--- src/rtl/ptw_pkg.sv ---
package ptw_pkg;
  typedef enum logic [2:0] {
    ST_IDLE  = 3'd0,
    ST_L1    = 3'd1,
    ST_L2    = 3'd2,
    ST_L3    = 3'd3,
    ST_DONE  = 3'd4,
    ST_FAULT = 3'd5
  } walk_st_t;
endpackage

--- src/rtl/pt_idx_sel.sv ---
// Picks the index field for the level about to be read.
module pt_idx_sel #(
  parameter int L1_W = 8,
  parameter int L2_W = 6,
  parameter int L3_W = 6,
  localparam int VPN_W = L1_W + L2_W + L3_W,
  localparam int IDX_A = (L1_W > L2_W) ? L1_W : L2_W,
  localparam int IDX_W = (IDX_A > L3_W) ? IDX_A : L3_W
) (
  input  logic [VPN_W-1:0] vpn,
  input  logic [1:0]       lvl,
  output logic [IDX_W-1:0] idx
);
  logic [L1_W-1:0] f1;
  logic [L2_W-1:0] f2;
  logic [L3_W-1:0] f3;

  assign f1 = vpn[VPN_W-1 -: L1_W];
  assign f2 = vpn[L2_W+L3_W-1 -: L2_W];
  assign f3 = vpn[L3_W-1:0];

  always_comb begin
    case (lvl)
      2'd0:    idx = IDX_W'(f1);
      2'd1:    idx = IDX_W'(f2);
      default: idx = IDX_W'(f3);
    endcase
  end
endmodule

--- src/rtl/pt_addr_form.sv ---
// Entry address = table base + index scaled by the entry size.
module pt_addr_form #(
  parameter int AW = 32,
  parameter int OFF_W = 12,
  parameter int IDX_W = 8,
  parameter int ENT_LOG2 = 2
) (
  input  logic             first,
  input  logic [AW-1:0]    root,
  input  logic [AW-1:0]    entry,
  input  logic [IDX_W-1:0] idx,
  output logic [AW-1:0]    addr
);
  localparam logic [AW-1:0] LOW_MASK = AW'((64'd1 << OFF_W) - 64'd1);

  logic [AW-1:0] tbase;
  logic [AW-1:0] scaled;

  assign tbase  = first ? root : (entry & ~LOW_MASK);
  assign scaled = {{(AW-IDX_W-ENT_LOG2){1'b0}}, idx, {ENT_LOG2{1'b0}}};
  assign addr   = tbase + scaled;
endmodule

--- src/rtl/pt_walk_ctrl.sv ---
// Walk sequencing with registered memory request and fill strobe.
module pt_walk_ctrl
  import ptw_pkg::*;
#(
  parameter int AW = 32
) (
  input  logic          clk,
  input  logic          rst,
  input  logic          req_valid,
  input  logic          mem_ack,
  input  logic          ent_valid,
  input  logic [AW-1:0] next_addr,
  output logic          ready,
  output logic          take,
  output logic [1:0]    lvl_sel,
  output logic          mem_req,
  output logic [AW-1:0] mem_addr,
  output logic          fill_valid,
  output logic          fill_fault,
  output logic          ok_strobe,
  output logic          bad_strobe
);
  walk_st_t st_q;
  logic     hit;

  assign ready      = (st_q == ST_IDLE);
  assign take       = req_valid && ready;
  assign hit        = mem_req && mem_ack;
  assign ok_strobe  = hit && (st_q == ST_L3) && ent_valid;
  assign bad_strobe = hit && !ent_valid;

  always_comb begin
    case (st_q)
      ST_L1:   lvl_sel = 2'd1;
      ST_L2:   lvl_sel = 2'd2;
      default: lvl_sel = 2'd0;
    endcase
  end

  always_ff @(posedge clk) begin
    if (rst) begin
      st_q       <= ST_IDLE;
      mem_req    <= 1'b0;
      mem_addr   <= '0;
      fill_valid <= 1'b0;
      fill_fault <= 1'b0;
    end else begin
      fill_valid <= 1'b0;
      case (st_q)
        ST_IDLE: begin
          if (take) begin
            st_q     <= ST_L1;
            mem_req  <= 1'b1;
            mem_addr <= next_addr;
          end
        end
        ST_L1, ST_L2: begin
          if (hit) begin
            if (!ent_valid) begin
              st_q       <= ST_FAULT;
              mem_req    <= 1'b0;
              fill_valid <= 1'b1;
              fill_fault <= 1'b1;
            end else begin
              st_q     <= (st_q == ST_L1) ? ST_L2 : ST_L3;
              mem_addr <= next_addr;
            end
          end
        end
        ST_L3: begin
          if (hit) begin
            st_q       <= ent_valid ? ST_DONE : ST_FAULT;
            mem_req    <= 1'b0;
            fill_valid <= 1'b1;
            fill_fault <= !ent_valid;
          end
        end
        default: st_q <= ST_IDLE;
      endcase
    end
  end
endmodule

--- src/rtl/pt_walker.sv ---
module pt_walker #(
  parameter int AW = 32,
  parameter int OFF_W = 12,
  parameter int L1_W = 8,
  parameter int L2_W = 6,
  parameter int L3_W = 6,
  parameter int ENT_LOG2 = 2,
  localparam int VPN_W = L1_W + L2_W + L3_W
) (
  input  logic             clk,
  input  logic             rst,
  input  logic             req_valid,
  input  logic [AW-1:0]    req_vaddr,
  input  logic [AW-1:0]    req_base,
  output logic             req_ready,
  output logic             mem_req,
  output logic [AW-1:0]    mem_addr,
  input  logic             mem_ack,
  input  logic [AW-1:0]    mem_rdata,
  output logic             fill_valid,
  output logic             fill_fault,
  output logic [VPN_W-1:0] fill_vpn,
  output logic [AW-1:0]    fill_paddr
);
  localparam int IDX_A = (L1_W > L2_W) ? L1_W : L2_W;
  localparam int IDX_W = (IDX_A > L3_W) ? IDX_A : L3_W;
  localparam logic [AW-1:0] LOW_MASK = AW'((64'd1 << OFF_W) - 64'd1);

  logic [AW-1:0]    va_q;
  logic [VPN_W-1:0] vpn_src;
  logic [IDX_W-1:0] idx;
  logic [1:0]       lvl_sel;
  logic [AW-1:0]    next_addr;
  logic             take, ok_strobe, bad_strobe;

  assign vpn_src  = req_ready ? req_vaddr[AW-1:OFF_W] : va_q[AW-1:OFF_W];
  assign fill_vpn = va_q[AW-1:OFF_W];

  pt_idx_sel #(.L1_W(L1_W), .L2_W(L2_W), .L3_W(L3_W)) u_idx (
    .vpn(vpn_src), .lvl(lvl_sel), .idx(idx)
  );

  pt_addr_form #(.AW(AW), .OFF_W(OFF_W), .IDX_W(IDX_W), .ENT_LOG2(ENT_LOG2)) u_addr (
    .first(req_ready), .root(req_base), .entry(mem_rdata), .idx(idx), .addr(next_addr)
  );

  pt_walk_ctrl #(.AW(AW)) u_ctrl (
    .clk(clk), .rst(rst), .req_valid(req_valid), .mem_ack(mem_ack),
    .ent_valid(mem_rdata[0]), .next_addr(next_addr), .ready(req_ready),
    .take(take), .lvl_sel(lvl_sel), .mem_req(mem_req), .mem_addr(mem_addr),
    .fill_valid(fill_valid), .fill_fault(fill_fault),
    .ok_strobe(ok_strobe), .bad_strobe(bad_strobe)
  );

  always_ff @(posedge clk) begin
    if (rst) begin
      va_q       <= '0;
      fill_paddr <= '0;
    end else begin
      if (take) va_q <= req_vaddr;
      if (ok_strobe)
        fill_paddr <= (mem_rdata & ~LOW_MASK) | (va_q & LOW_MASK);
      else if (bad_strobe)
        fill_paddr <= '0;
    end
  end
endmodule

--- config.mk ---
export PLATFORM = sky130hd
export DESIGN_NAME = pt_walker
export DESIGN_NICKNAME = d
export VERILOG_FILES = /design/src/rtl/ptw_pkg.sv /design/src/rtl/pt_idx_sel.sv /design/src/rtl/pt_addr_form.sv /design/src/rtl/pt_walk_ctrl.sv /design/src/rtl/pt_walker.sv
export SDC_FILE = /design/constraint.sdc
export NUM_CORES = 1
export LEC_CHECK = 0
export ABC_CLOCK_PERIOD_IN_PS = 9900
export BUFFER_PORTS_ARGS = -buffer_cell sky130_fd_sc_hd__buf_2
export CAP_MARGIN = 20
export CORE_UTILIZATION = 56
export DETAILED_ROUTE_END_ITERATION = 12
export GPL_TIMING_DRIVEN = 0
export PLACE_DENSITY = 0.85
export SLEW_MARGIN = 20
export SYNTH_ARGS = -nofsm -noshare
export SYNTH_HDL_FRONTEND = slang
export SYNTH_HIERARCHICAL = 1
export SYNTH_SLANG_ARGS = --single-unit
export TNS_END_PERCENT = 10
--- constraint.sdc ---
create_clock -name clk -period 9.9 [get_ports clk]
set_input_delay 0.99 -clock clk [delete_from_list [all_inputs] [get_ports clk]]
set_output_delay 0.99 -clock clk [all_outputs]
set_load 0.02 [all_outputs]
==> out/qor.yml <==
cts_setup_buffers: 0
drtIter0Drc: 277
avgSynthCellArea_um2: 9.37
routed_via_density: 5.26
hold_viol_final: 0
worst_pin_slew_ns: 0.923
fill_cells: 873
cts_tree: "built"
drt-pass1-iter-count: 5
core_um2: 11000
placed_area_um2: 7460
dieArea_um2: 11900
synth_cell_type_count: 65
critPathKind: "flop to flop"
rrSetupSlack_ns: 4.78
grt_setup_unrepaired: "false"
synth_edf_count: 0
max_freq_mhz: 195
num_rows: 38
overflow: 0
clkTransAtPathRegs_ns: 0.07
vias: 5350
yosys.area.top_type: "dfxtp_1"
clock_skew_ns: 0.00591
design_area_um2: 7740
nets: 980
root_buffer: "clkbuf_16"
min_path_cells: 2
antenna_left: 0
outcome: "finished clean"
place_inst: 1000
async_reset_ff_frac: 0
rr_endpoint: "u_ctrl/mem_addr[28]$_SDFFE_PP0P_"
drv_cap: 0
syn_area_um2: 6410
h-tree-depth: 3
ctsHoldBuffers: 0
synth-seq-cells: 102
groute.usage.overall: 0.270
wl_per_cell_um: 15.5
yosysMostFrequentCell: "dfxtp_1"
cp_slowest_cell: "nor3_1"
worstHoldStart: "u_ctrl/mem_addr[21]$_SDFFE_PP0P_"
yosysWarnings: 6
drt_wl_total_um: 15800
setup_viol: 0
leakage_nw: 3.38
post-dp-hpwl_um: 12000
cts_resized: 0
fin_crit_sh: 0.517
worstPathCellList: "clkbuf_1 -> nor3_1 -> buf_4 -> buf_2 -> buf_2 -> clkbuf_1 -> and2_1 -> ha_1 -> inv_1 -> fa_1 -> nor2b_1 -> o31ai_1 -> a2111o_1 -> a2111oi_2 -> xnor2_1 -> nand2b_1 -> mux2i_1"
crit_fanout: 10
cp_data_required_time_ns: 10.18
ir_drop_uv: 120
synthTopCellsByCount: "102 x dfxtp_1, 88 x mux2i_1, 67 x nand2b_1"
clk_path_buf_depth: 2
cts_buffers: 9
gp_congestion: 0.924
io_buffer_count: 176
clock_latency_ns: 0.35
antenna_found_initial: 0
grt_max_degree: 18
p_per_area_nw_per_um2: 138
cts.sinks: 102
endpoint_kind: "flop"
ioPinCount: 188
synthCells: 684
synth.top_cell.area_share: 0.319
reg2regPathDepth: 17
drive_gt1_frac: 0.355
final_cells: 1017
relSlewSlack: 0.369
syn_to_final_growth_pct: 20.8
fin_crit_ns: 5.12
layout_setup_ws_ns: 4.78
grt_pass1_vias: 5133
critPathBufInv: 6
fp.dieH_um: 109
syn-num-nets: 793
critPathTopFamily: "buffers and inverters"
synth_area_leaders: "dfxtp_1 32%, mux2i_1 14%, o32ai_2 7.6%"
r2r-start: "u_ctrl/st_q[0]$_SDFFE_PP0P_"
tns_ns: 0
seq_area_frac_synth: 0.319
grt_pass1_wl_um: 24800
holdPathEnd: "u_ctrl/mem_addr[21]$_SDFFE_PP0P_"
drc: 0
dieWidth_um: 109
pre_cts_ws_ns: 4.83
hold_path_class: "flop to flop"
slew_violations: 0
critical_path_arrival_ns: 5.40
hold_ws_ns: 0.471
synth_ff_type: "dfxtp_1"
start_util: 0.583
start_kind: "flop"
slowest_delay_ns: 0.66
[through the flow]
stage | total power [W] | util
6_report | 0.00107 | 0.705
5_1_grt | 0.00112 | 0.705
4_1_cts | 0.00108 | 0.705
3_5_place_dp | 0.000739 | 0.679
2_1_floorplan | 0.000659 | -
3_3_place_gp | 0.000736 | 0.679
[state kept, by name (all words and copies together) (netlist names)]
signal / flops
u_ctrl/mem_req: 1
u_ctrl/fill_fault: 1
fill_paddr: 32
va_q: 32
u_ctrl/st_q: 3
u_ctrl/mem_addr: 32
u_ctrl/fill_valid: 1
[routing by layer]
| metal | wire, um | GRT usage | share of wire | vias up |
|---|---|---|---|---|
| met4 | 261 | 0.0869 | 0.017 | 0 |
| met3 | 877 | 0.0538 | 0.056 | 25 |
| met1 | 7080 | 0.354 | 0.45 | 2448 |
| li1 | - | - | - | 2708 |
| met2 | 7550 | 0.443 | 0.48 | 169 |
| met5 | 0 | 0 | 0 | - |
[worst max-delay path by stage]
stage                           startpoint                                to  cells after the start  slack [ns]
6_report       u_ctrl/st_q[0]$_SDFFE_PP0P_  u_ctrl/mem_addr[28]$_SDFFE_PP0P_                     17        4.78
5_1_grt        u_ctrl/st_q[0]$_SDFFE_PP0P_  u_ctrl/mem_addr[28]$_SDFFE_PP0P_                     17        4.43
4_1_cts        u_ctrl/st_q[0]$_SDFFE_PP0P_  u_ctrl/mem_addr[28]$_SDFFE_PP0P_                     17        4.79
3_5_place_dp   u_ctrl/st_q[0]$_SDFFE_PP0P_  u_ctrl/mem_addr[28]$_SDFFE_PP0P_                     17        4.83
3_3_place_gp   u_ctrl/st_q[0]$_SDFFE_PP0P_  u_ctrl/mem_addr[28]$_SDFFE_PP0P_                     17        4.86
2_1_floorplan  u_ctrl/st_q[0]$_SDFFE_PP0P_  u_ctrl/mem_addr[24]$_SDFFE_PP0P_                     17        5.50
[kinds of logic (layout without fill, tap and decap cells)]
| family | Yosys count | after routing | share of synthesized area |
|---|---|---|---|
| and+or+nand+nor | 240 | 240 | 0.195 |
| muxes | 111 | 111 | 0.178 |
| buffers and inverters | 108 | 300 | 0.108 |
| DFF | 102 | 102 | 0.319 |
| AOI/OAI and AO/OA | 91 | 91 | 0.150 |
| xor gates and xnor gates | 23 | 23 | 0.0314 |
| adders and majority gates | 9 | 9 | 0.0188 |
| other | 0 | 1 | 0 |
[worst reg2reg max path: stages, from the launching register on]
cell and delay (ns):
dfxtp_1 0.33, clkbuf_1 0.21, nor3_1 0.66, buf_4 0.29, buf_2 0.26, buf_2 0.32
clkbuf_1 0.38, and2_1 0.19, ha_1 0.17, inv_1 0.06, fa_1 0.40, nor2b_1 0.22
o31ai_1 0.17, a2111o_1 0.53, a2111oi_2 0.44, xnor2_1 0.21, nand2b_1 0.09, mux2i_1 0.13
[final cells by class]
class | instances | area, um2 | area share
clock inverter | 5 | 43.8 | 0.00566
multi-input combinational | 474 | 3670 | 0.474
antenna | 1 | 2.50 | 0.000323
inverter | 41 | 154 | 0.0199
timing repair buffer | 176 | 881 | 0.114
sequential | 102 | 2040 | 0.264
tap | 140 | 175 | 0.0226
buffer | 67 | 539 | 0.0697
clock buffer | 11 | 233 | 0.0301
[cell usage in the layout (no fill, tap or decap), types with 2 or more instances in the layout]
| cell | n |
|---|---|
| buf_4 | 30 |
| nor3b_1 | 5 |
| mux2_2 | 23 |
| xnor2_1 | 18 |
| o21a_1 | 5 |
| nor3_1 | 7 |
| nand4_1 | 4 |
| a21o_1 | 2 |
| clkbuf_1 | 14 |
| o31ai_1 | 2 |
| xor2_1 | 5 |
| o21ai_1 | 7 |
| nand2_1 | 56 |
| clkbuf_16 | 9 |
| nand3_2 | 2 |
| o21ai_0 | 5 |
| a2111oi_2 | 4 |
| a21oi_1 | 13 |
| nor2b_1 | 6 |
| a2111oi_0 | 2 |
| clkinvlp_4 | 2 |
| inv_1 | 41 |
| dfxtp_1 | 102 |
| buf_8 | 3 |
| buf_2 | 184 |
| o2111ai_1 | 2 |
| and2_1 | 10 |
| a21boi_0 | 2 |
| buf_12 | 4 |
| or3_1 | 3 |
| nand3b_1 | 2 |
| nand3_1 | 15 |
| o32ai_2 | 30 |
| mux2i_1 | 88 |
| buf_6 | 7 |
| nor2_1 | 51 |
| nand2b_1 | 67 |
| a211oi_1 | 5 |
| ha_1 | 8 |
[report_power, final]
part           total (W)  switching (W)  internal [W]
registers       0.000450      0.0000144      0.000435
clock network   0.000336       0.000162      0.000174
logic           0.000284       0.000157      0.000127
Note: power is estimated with default switching activity, not from simulation.
